<file path="src/rtl/mrd_pkg.sv">
package mrd_pkg;

  typedef struct packed {
    logic [2:0] cl;
    logic [2:0] bl;
  } base_fields_t;

  typedef struct packed {
    logic       dll_en;
    logic [1:0] drv;
  } ext_fields_t;

  localparam logic [1:0] DRV_WEAK    = 2'b01;
  localparam logic [1:0] DRV_MATCHED = 2'b11;

  localparam logic [2:0] CL_TWO      = 3'd2;
  localparam logic [2:0] CL_THREE    = 3'd3;
  localparam logic [2:0] CL_TWO_HALF = 3'd6;

  localparam base_fields_t BASE_RST = '{cl: 3'd3, bl: 3'd1};
  localparam ext_fields_t  EXT_RST  = '{dll_en: 1'b1, drv: DRV_WEAK};

  function automatic logic bl_legal(input logic [2:0] code);
    return (code == 3'd1) || (code == 3'd2) || (code == 3'd3);
  endfunction

  function automatic logic cl_legal(input logic [2:0] code, input logic dll_off);
    return (code == CL_TWO) || (code == CL_THREE) ||
           ((code == CL_TWO_HALF) && !dll_off);
  endfunction

endpackage

</file>
<file path="src/rtl/mrd_cmd_decode.sv">
module mrd_cmd_decode
  import mrd_pkg::*;
#(
  parameter int ADDR_W    = 12,
  parameter int NUM_BANKS = 4
) (
  input  logic                 clk,
  input  logic                 rst,
  input  logic                 cke,
  input  logic                 cs_n,
  input  logic                 ras_n,
  input  logic                 cas_n,
  input  logic                 we_n,
  input  logic [1:0]           ba,
  input  logic [ADDR_W-1:0]    addr,
  input  logic [NUM_BANKS-1:0] bank_idle,
  input  logic                 busy,
  input  logic                 dll_off,
  output logic                 cmd_seen,
  output logic                 accept_base,
  output logic                 accept_ext,
  output logic                 reject,
  output base_fields_t         base_new,
  output ext_fields_t          ext_new
);

  logic [ADDR_W-1:0] ext_keep;
  logic [ADDR_W-1:0] base_keep;

  for (genvar i = 0; i < ADDR_W; i++) begin : g_keep
    localparam bit EXT_K  = (i == 0) || (i == 1) || (i == 6);
    localparam bit BASE_K = (i <= 2) || ((i >= 4) && (i <= 6));
    assign ext_keep[i]  = EXT_K;
    assign base_keep[i] = BASE_K;
  end

  logic load_seen, gate_ok;
  logic ext_rsv_ok, base_rsv_ok, ext_ok, base_ok;

  always_comb begin
    load_seen = !cs_n && !ras_n && !cas_n && !we_n;
    cmd_seen  = !cs_n && !(ras_n && cas_n && we_n);
    gate_ok   = cke && (&bank_idle) && !busy;

    ext_rsv_ok  = ((addr & ~ext_keep) == '0) && !ba[1];
    base_rsv_ok = ((addr & ~base_keep) == '0) && !ba[1];

    ext_new.dll_en = !addr[0];
    ext_new.drv    = {addr[6], addr[1]};
    base_new.cl    = addr[6:4];
    base_new.bl    = addr[2:0];

    ext_ok  = ext_rsv_ok && addr[1];
    base_ok = base_rsv_ok && bl_legal(base_new.bl) && cl_legal(base_new.cl, dll_off);

    accept_ext  = load_seen && gate_ok && ba[0] && ext_ok;
    accept_base = load_seen && gate_ok && !ba[0] && base_ok;
    reject      = (load_seen && !accept_ext && !accept_base) || (cmd_seen && busy);
  end


  cke_gate_chk: assert property (@(posedge clk) disable iff (rst)
    (load_seen && !cke) |-> reject);


  cs_quiet_chk: assert property (@(posedge clk) disable iff (rst)
    cs_n |-> !(accept_base || accept_ext || reject));

endmodule

</file>
<file path="src/rtl/mrd_upd_window.sv">
module mrd_upd_window #(
  parameter int UPD_CYC = 2
) (
  input  logic clk,
  input  logic rst,
  input  logic start,
  output logic busy
);

  localparam int CNT_W = $clog2(UPD_CYC + 1);
  localparam logic [CNT_W-1:0] CNT_LOAD = CNT_W'(UPD_CYC);

  logic [CNT_W-1:0] cnt_q;

  always_ff @(posedge clk) begin
    if (rst)               cnt_q <= '0;
    else if (start)        cnt_q <= CNT_LOAD;
    else if (cnt_q != '0)  cnt_q <= cnt_q - 1'b1;
  end

  assign busy = (cnt_q != '0);


  window_open_chk: assert property (@(posedge clk) disable iff (rst)
    start |=> busy);


  window_bound_chk: assert property (@(posedge clk) disable iff (rst)
    cnt_q <= CNT_LOAD);

endmodule

</file>
<file path="src/rtl/mrd_regs.sv">
module mrd_regs
  import mrd_pkg::*;
(
  input  logic         clk,
  input  logic         rst,
  input  logic         accept_base,
  input  logic         accept_ext,
  input  logic         reject,
  input  base_fields_t base_new,
  input  ext_fields_t  ext_new,
  output base_fields_t base_q,
  output ext_fields_t  ext_q,
  output logic         ext_valid,
  output logic         err
);

  always_ff @(posedge clk) begin
    if (rst) begin
      base_q    <= BASE_RST;
      ext_q     <= EXT_RST;
      ext_valid <= 1'b0;
      err       <= 1'b0;
    end else begin
      err <= reject;
      if (accept_base) base_q <= base_new;
      if (accept_ext) begin
        ext_q     <= ext_new;
        ext_valid <= 1'b1;
      end
    end
  end


  valid_sticky_chk: assert property (@(posedge clk) disable iff (rst)
    ext_valid |=> ext_valid);


  reject_hold_chk: assert property (@(posedge clk) disable iff (rst)
    (reject && !accept_base && !accept_ext) |=> ($stable(base_q) && $stable(ext_q)));


  err_pulse_chk: assert property (@(posedge clk) disable iff (rst)
    reject |=> err);

endmodule

</file>
<file path="src/rtl/sdram_modereg_dec.sv">
module sdram_modereg_dec
  import mrd_pkg::*;
#(
  parameter int ADDR_W    = 12,
  parameter int NUM_BANKS = 4,
  parameter int UPD_CYC   = 2
) (
  input  logic                 clk,
  input  logic                 rst,
  input  logic                 cke,
  input  logic                 cs_n,
  input  logic                 ras_n,
  input  logic                 cas_n,
  input  logic                 we_n,
  input  logic [1:0]           ba,
  input  logic [ADDR_W-1:0]    addr,
  input  logic [NUM_BANKS-1:0] bank_idle,
  output logic                 dll_en,
  output logic [1:0]           drv_code,
  output logic [2:0]           cas_lat,
  output logic [2:0]           burst_len,
  output logic                 ext_valid,
  output logic                 busy,
  output logic                 err
);

  logic         cmd_seen, accept_base, accept_ext, reject, dll_off;
  base_fields_t base_new, base_q;
  ext_fields_t  ext_new, ext_q;

  assign dll_off = ext_valid && !ext_q.dll_en;

  mrd_cmd_decode #(.ADDR_W(ADDR_W), .NUM_BANKS(NUM_BANKS)) u_dec (
    .clk, .rst, .cke, .cs_n, .ras_n, .cas_n, .we_n, .ba, .addr, .bank_idle,
    .busy, .dll_off, .cmd_seen, .accept_base, .accept_ext, .reject,
    .base_new, .ext_new
  );

  mrd_upd_window #(.UPD_CYC(UPD_CYC)) u_win (
    .clk, .rst, .start(accept_base || accept_ext), .busy
  );

  mrd_regs u_regs (
    .clk, .rst, .accept_base, .accept_ext, .reject, .base_new, .ext_new,
    .base_q, .ext_q, .ext_valid, .err
  );

  assign dll_en    = ext_q.dll_en;
  assign drv_code  = ext_q.drv;
  assign cas_lat   = base_q.cl;
  assign burst_len = base_q.bl;


  busy_cmd_chk: assert property (@(posedge clk) disable iff (rst)
    (busy && cmd_seen) |=> err);


  slow_cl_chk: assert property (@(posedge clk) disable iff (rst)
    (accept_base && dll_off) |=> (cas_lat == CL_TWO || cas_lat == CL_THREE));


  one_reg_chk: assert property (@(posedge clk) disable iff (rst)
    accept_base |=> $stable(ext_q));

endmodule

</file>
<file path="config.mk">
export PLATFORM = sky130hd
export DESIGN_NAME = sdram_modereg_dec
export DESIGN_NICKNAME = d
export VERILOG_FILES = /design/src/rtl/mrd_pkg.sv /design/src/rtl/mrd_cmd_decode.sv /design/src/rtl/mrd_upd_window.sv /design/src/rtl/mrd_regs.sv /design/src/rtl/sdram_modereg_dec.sv
export SDC_FILE = /design/constraint.sdc
export NUM_CORES = 1
export LEC_CHECK = 0
export BUFFER_PORTS_ARGS = -buffer_cell sky130_fd_sc_hd__buf_2
export CAP_MARGIN = 20
export CORE_UTILIZATION = 40
export DETAILED_ROUTE_END_ITERATION = 12
export GPL_ROUTABILITY_DRIVEN = 0
export HOLD_SLACK_MARGIN = 0.02
export MAX_ROUTING_LAYER = met4
export PLACE_DENSITY = 0.73
export SYNTH_ARGS = -nofsm -noshare
export SYNTH_HDL_FRONTEND = slang
export SYNTH_SLANG_ARGS = --single-unit
</file>
<file path="constraint.sdc">
create_clock -name clk -period 2.21 [get_ports clk]
set_input_delay 0 -clock clk [delete_from_list [all_inputs] [get_ports clk]]
set_output_delay 0 -clock clk [all_outputs]
set_load 0.02 [all_outputs]
</file>
==> results.cfg <==
[die]
initial_core_util_pct = 43.8
die_h_um = 43.1
fp.dieW_um = 43.1
coreArea_um2 = 1540
die-area_um2 = 1860
num_rows = 14
ios = 37

[layout]
finalNetCount = 145
syn2layout_area_growth_pct = 36.7
fin_util_pct = 59.9
drive_above_1_share_pct = 39.5
diodes = 0

[critical_path]
crit_arrival_ns = 1.91
r2r-end = u_regs.base_q[2]
crit_end = u_regs.base_q[2]
r2r_slack_ns = 0.47
r2r_cells = 4
slowest_delay_ns = 0.56
end_kind = flop
cp_cell_sequence = nor4_1 > nand2_1 > or4_4 > and3_1
crit_slowest_cell = or4_4
worstPathMaxFanout = 5
startpoint = u_win.cnt_q[1]
criticalPathCategory = reg2reg
r2r-start = u_win.cnt_q[1]
required_ns = 2.38
critPathLaunchType = flop

[power_and_ir_drop]
sequentialPowerShare_pct = 53.5
p_int_mw = 0.333
power.density_nw_per_um2 = 475
p_sw_share_pct = 24.1
clock_power_share_pct = 33.3
ir_worst_vdd_mv = 0.217
combPwrFrac_pct = 13.3
p_leak_nw = 0.403
p_sw_mw = 0.106

[yosys]
synth_edf_count = 0
synth_top_area_share_pct = 38.5
ys.flop_type = dfxtp_1
synth_area_leader_cell = dfxtp_1
ys_async_sr_fraction_pct = 0
yosys_register_bits = 13
synth_area_leaders = dfxtp_1, nor4_2, o211ai_1
synth_fp_nets = 103
yosys-top-cells-count = dfxtp_1, nand2_1, inv_1, nand3_1, nor2_1
yosysSeqAreaShare_pct = 38.5
avgSynthCellArea_um2 = 8.66
synth_cells = 78
synth.distinct_cells = 30
synthMostInstantiatedCell = dfxtp_1
yosys_warnings = 0
synthesis.area_um2 = 676

[routing]
drc_errors = 0
antenna_left = 0
wire_per_inst_um = 12.1
vias_per_cell = 5.52
route.vias.total = 745
routed_wl_um = 1630
drt_iter0_drc = 22
drtPass1Iterations = 4

[timing]
fin_setup_tns_ns = 0
clock_skew_ns = 0.00279
fmax_mhz = 576
drv_slew = 0
rsz0062_at_grt = no
worst_slew_pin_slew_ns = 0.382
setup_viol = 0
finalHoldViolCount = 0
fin_crit_sh_pct = 78.5
min_period_ns = 1.74
slew_headroom_pct = 74.4

[clocking]
cts_max_path_buffers = 2
cts_resized = 0
post-cts-setup-buffer-count = 0
cts_buffers = 3
path_clk_slew_ns = 0.08
htreeDepth = 1
clkSinkCount = 13
clock_latency_ns = 0.27
cts_root_buf = clkbuf_4
cts_tree = built

[global_route]
grtUsageTotal_pct = 19.9
grt_pass1_wl_um = 2710
antenna_found_initial = 0
grt.overflow.total = 0
grt_pass1_vias = 668
grt_max_degree = 10

[job]
cap_violations = 0

[min_path]
holdCritPathClass = in2reg

[placed_design]
port_buffers = 36
dp_hpwl_um = 1320

[status]
status = finished, final reports clean
## layout make-up
cell class | count | area, um2
multi-input combinational | 58 | 388
inverter | 5 | 18.8
clock buffer | 4 | 26.3
timing repair buffer | 39 | 210
fill | 148 | 618
tap | 16 | 20.0
sequential | 13 | 260
## worst min path at each step
stage | from | endpoint | slack, ns | cells after the start
5_1_grt | addr[4] | u_regs.base_q[3] | 0.07 | 3
3_5_place_dp | addr[1] | u_regs.base_q[1] | 0.29 | 3
3_3_place_gp | addr[6] | u_regs.base_q[5] | 0.29 | 3
2_1_floorplan | addr[1] | u_regs.base_q[1] | 0.14 | 2
4_1_cts | cs_n | u_regs.err | 0.04 | 4
6_report | cs_n | u_regs.err | 0.04 | 4
## repair_timing
item,in CTS,in global routing
setup endpoints to repair,0,0
hold buffers,3,0
hold endpoints to repair,5,0
## power groups by stage
stage	logic (mW)	registers, mW	clock network (mW)
floorplan	0.0225	0.241	0
global placement	0.0525	0.240	0
detailed placement	0.0540	0.240	0
CTS	0.0582	0.235	0.150
global route	0.0650	0.235	0.162
finish	0.0582	0.235	0.146
## layer usage
layer	up-vias	wire length [um]	GRT usage, %
li1	382	-	-
met1	334	765	25.8
met2	27	766	29.0
met3	2	91	5.53
met4	0	9	8.48
met5	-	0	-
## sequential cells by signal, indices dropped and copies added (netlist names)
name / count
u_win.cnt_q: 2
u_regs.err: 1
u_regs.ext_q: 3
u_regs.base_q: 6
u_regs.ext_valid: 1
## cell usage in the layout, fill, tap and decap left out, drive strengths merged, types with 3 or more instances in the layout
| master | netlist | layout |
|---|---|---|
| dlygate4sd3 | 0 | 3 |
| nand4 | 4 | 4 |
| nand3 | 5 | 5 |
| nor2 | 5 | 5 |
| and3 | 3 | 3 |
| o211ai | 4 | 4 |
| nor4 | 4 | 4 |
| inv | 5 | 5 |
| nand2 | 7 | 7 |
| or4 | 3 | 3 |
| dfxtp | 13 | 13 |
| clkbuf | 1 | 4 |
| buf | 1 | 36 |
| o21ai | 4 | 4 |
## critical path, delay by kind of cell, from the launching register on
kind,cells,cell delay (ns)
flops,1,0.35
simple gates,4,1.28
## logic make-up (layout without fill, tap and decap cells)
group	count (synthesis)	in the layout	share of synthesized area, %
AOI/OAI and AO/OA	14	14	14.1
buffers and inverters	7	48	4.07
DFF	13	13	38.5
and+or+nand+nor	42	42	40.4
muxes	2	2	2.96
## metrics by stage
| step | instances | power (mW) | setup slack (ns) | instance area, um2 | hold WS (ns) |
|---|---|---|---|---|---|
| after detailed placement | 128 | 0.294 | 0.513 | 867 | 0.288 |
| after floorplan | 78 | 0.263 | 0.626 | 676 | 0.142 |
| after global placement | 128 | 0.293 | 0.537 | 867 | 0.286 |
| final | 135 | 0.439 | 0.475 | 923 | 0.0440 |
| after CTS | 135 | 0.443 | 0.501 | 923 | 0.0422 |
| after global routing | 135 | 0.462 | 0.405 | 923 | 0.0688 |
(Power assumes the default switching activity.)
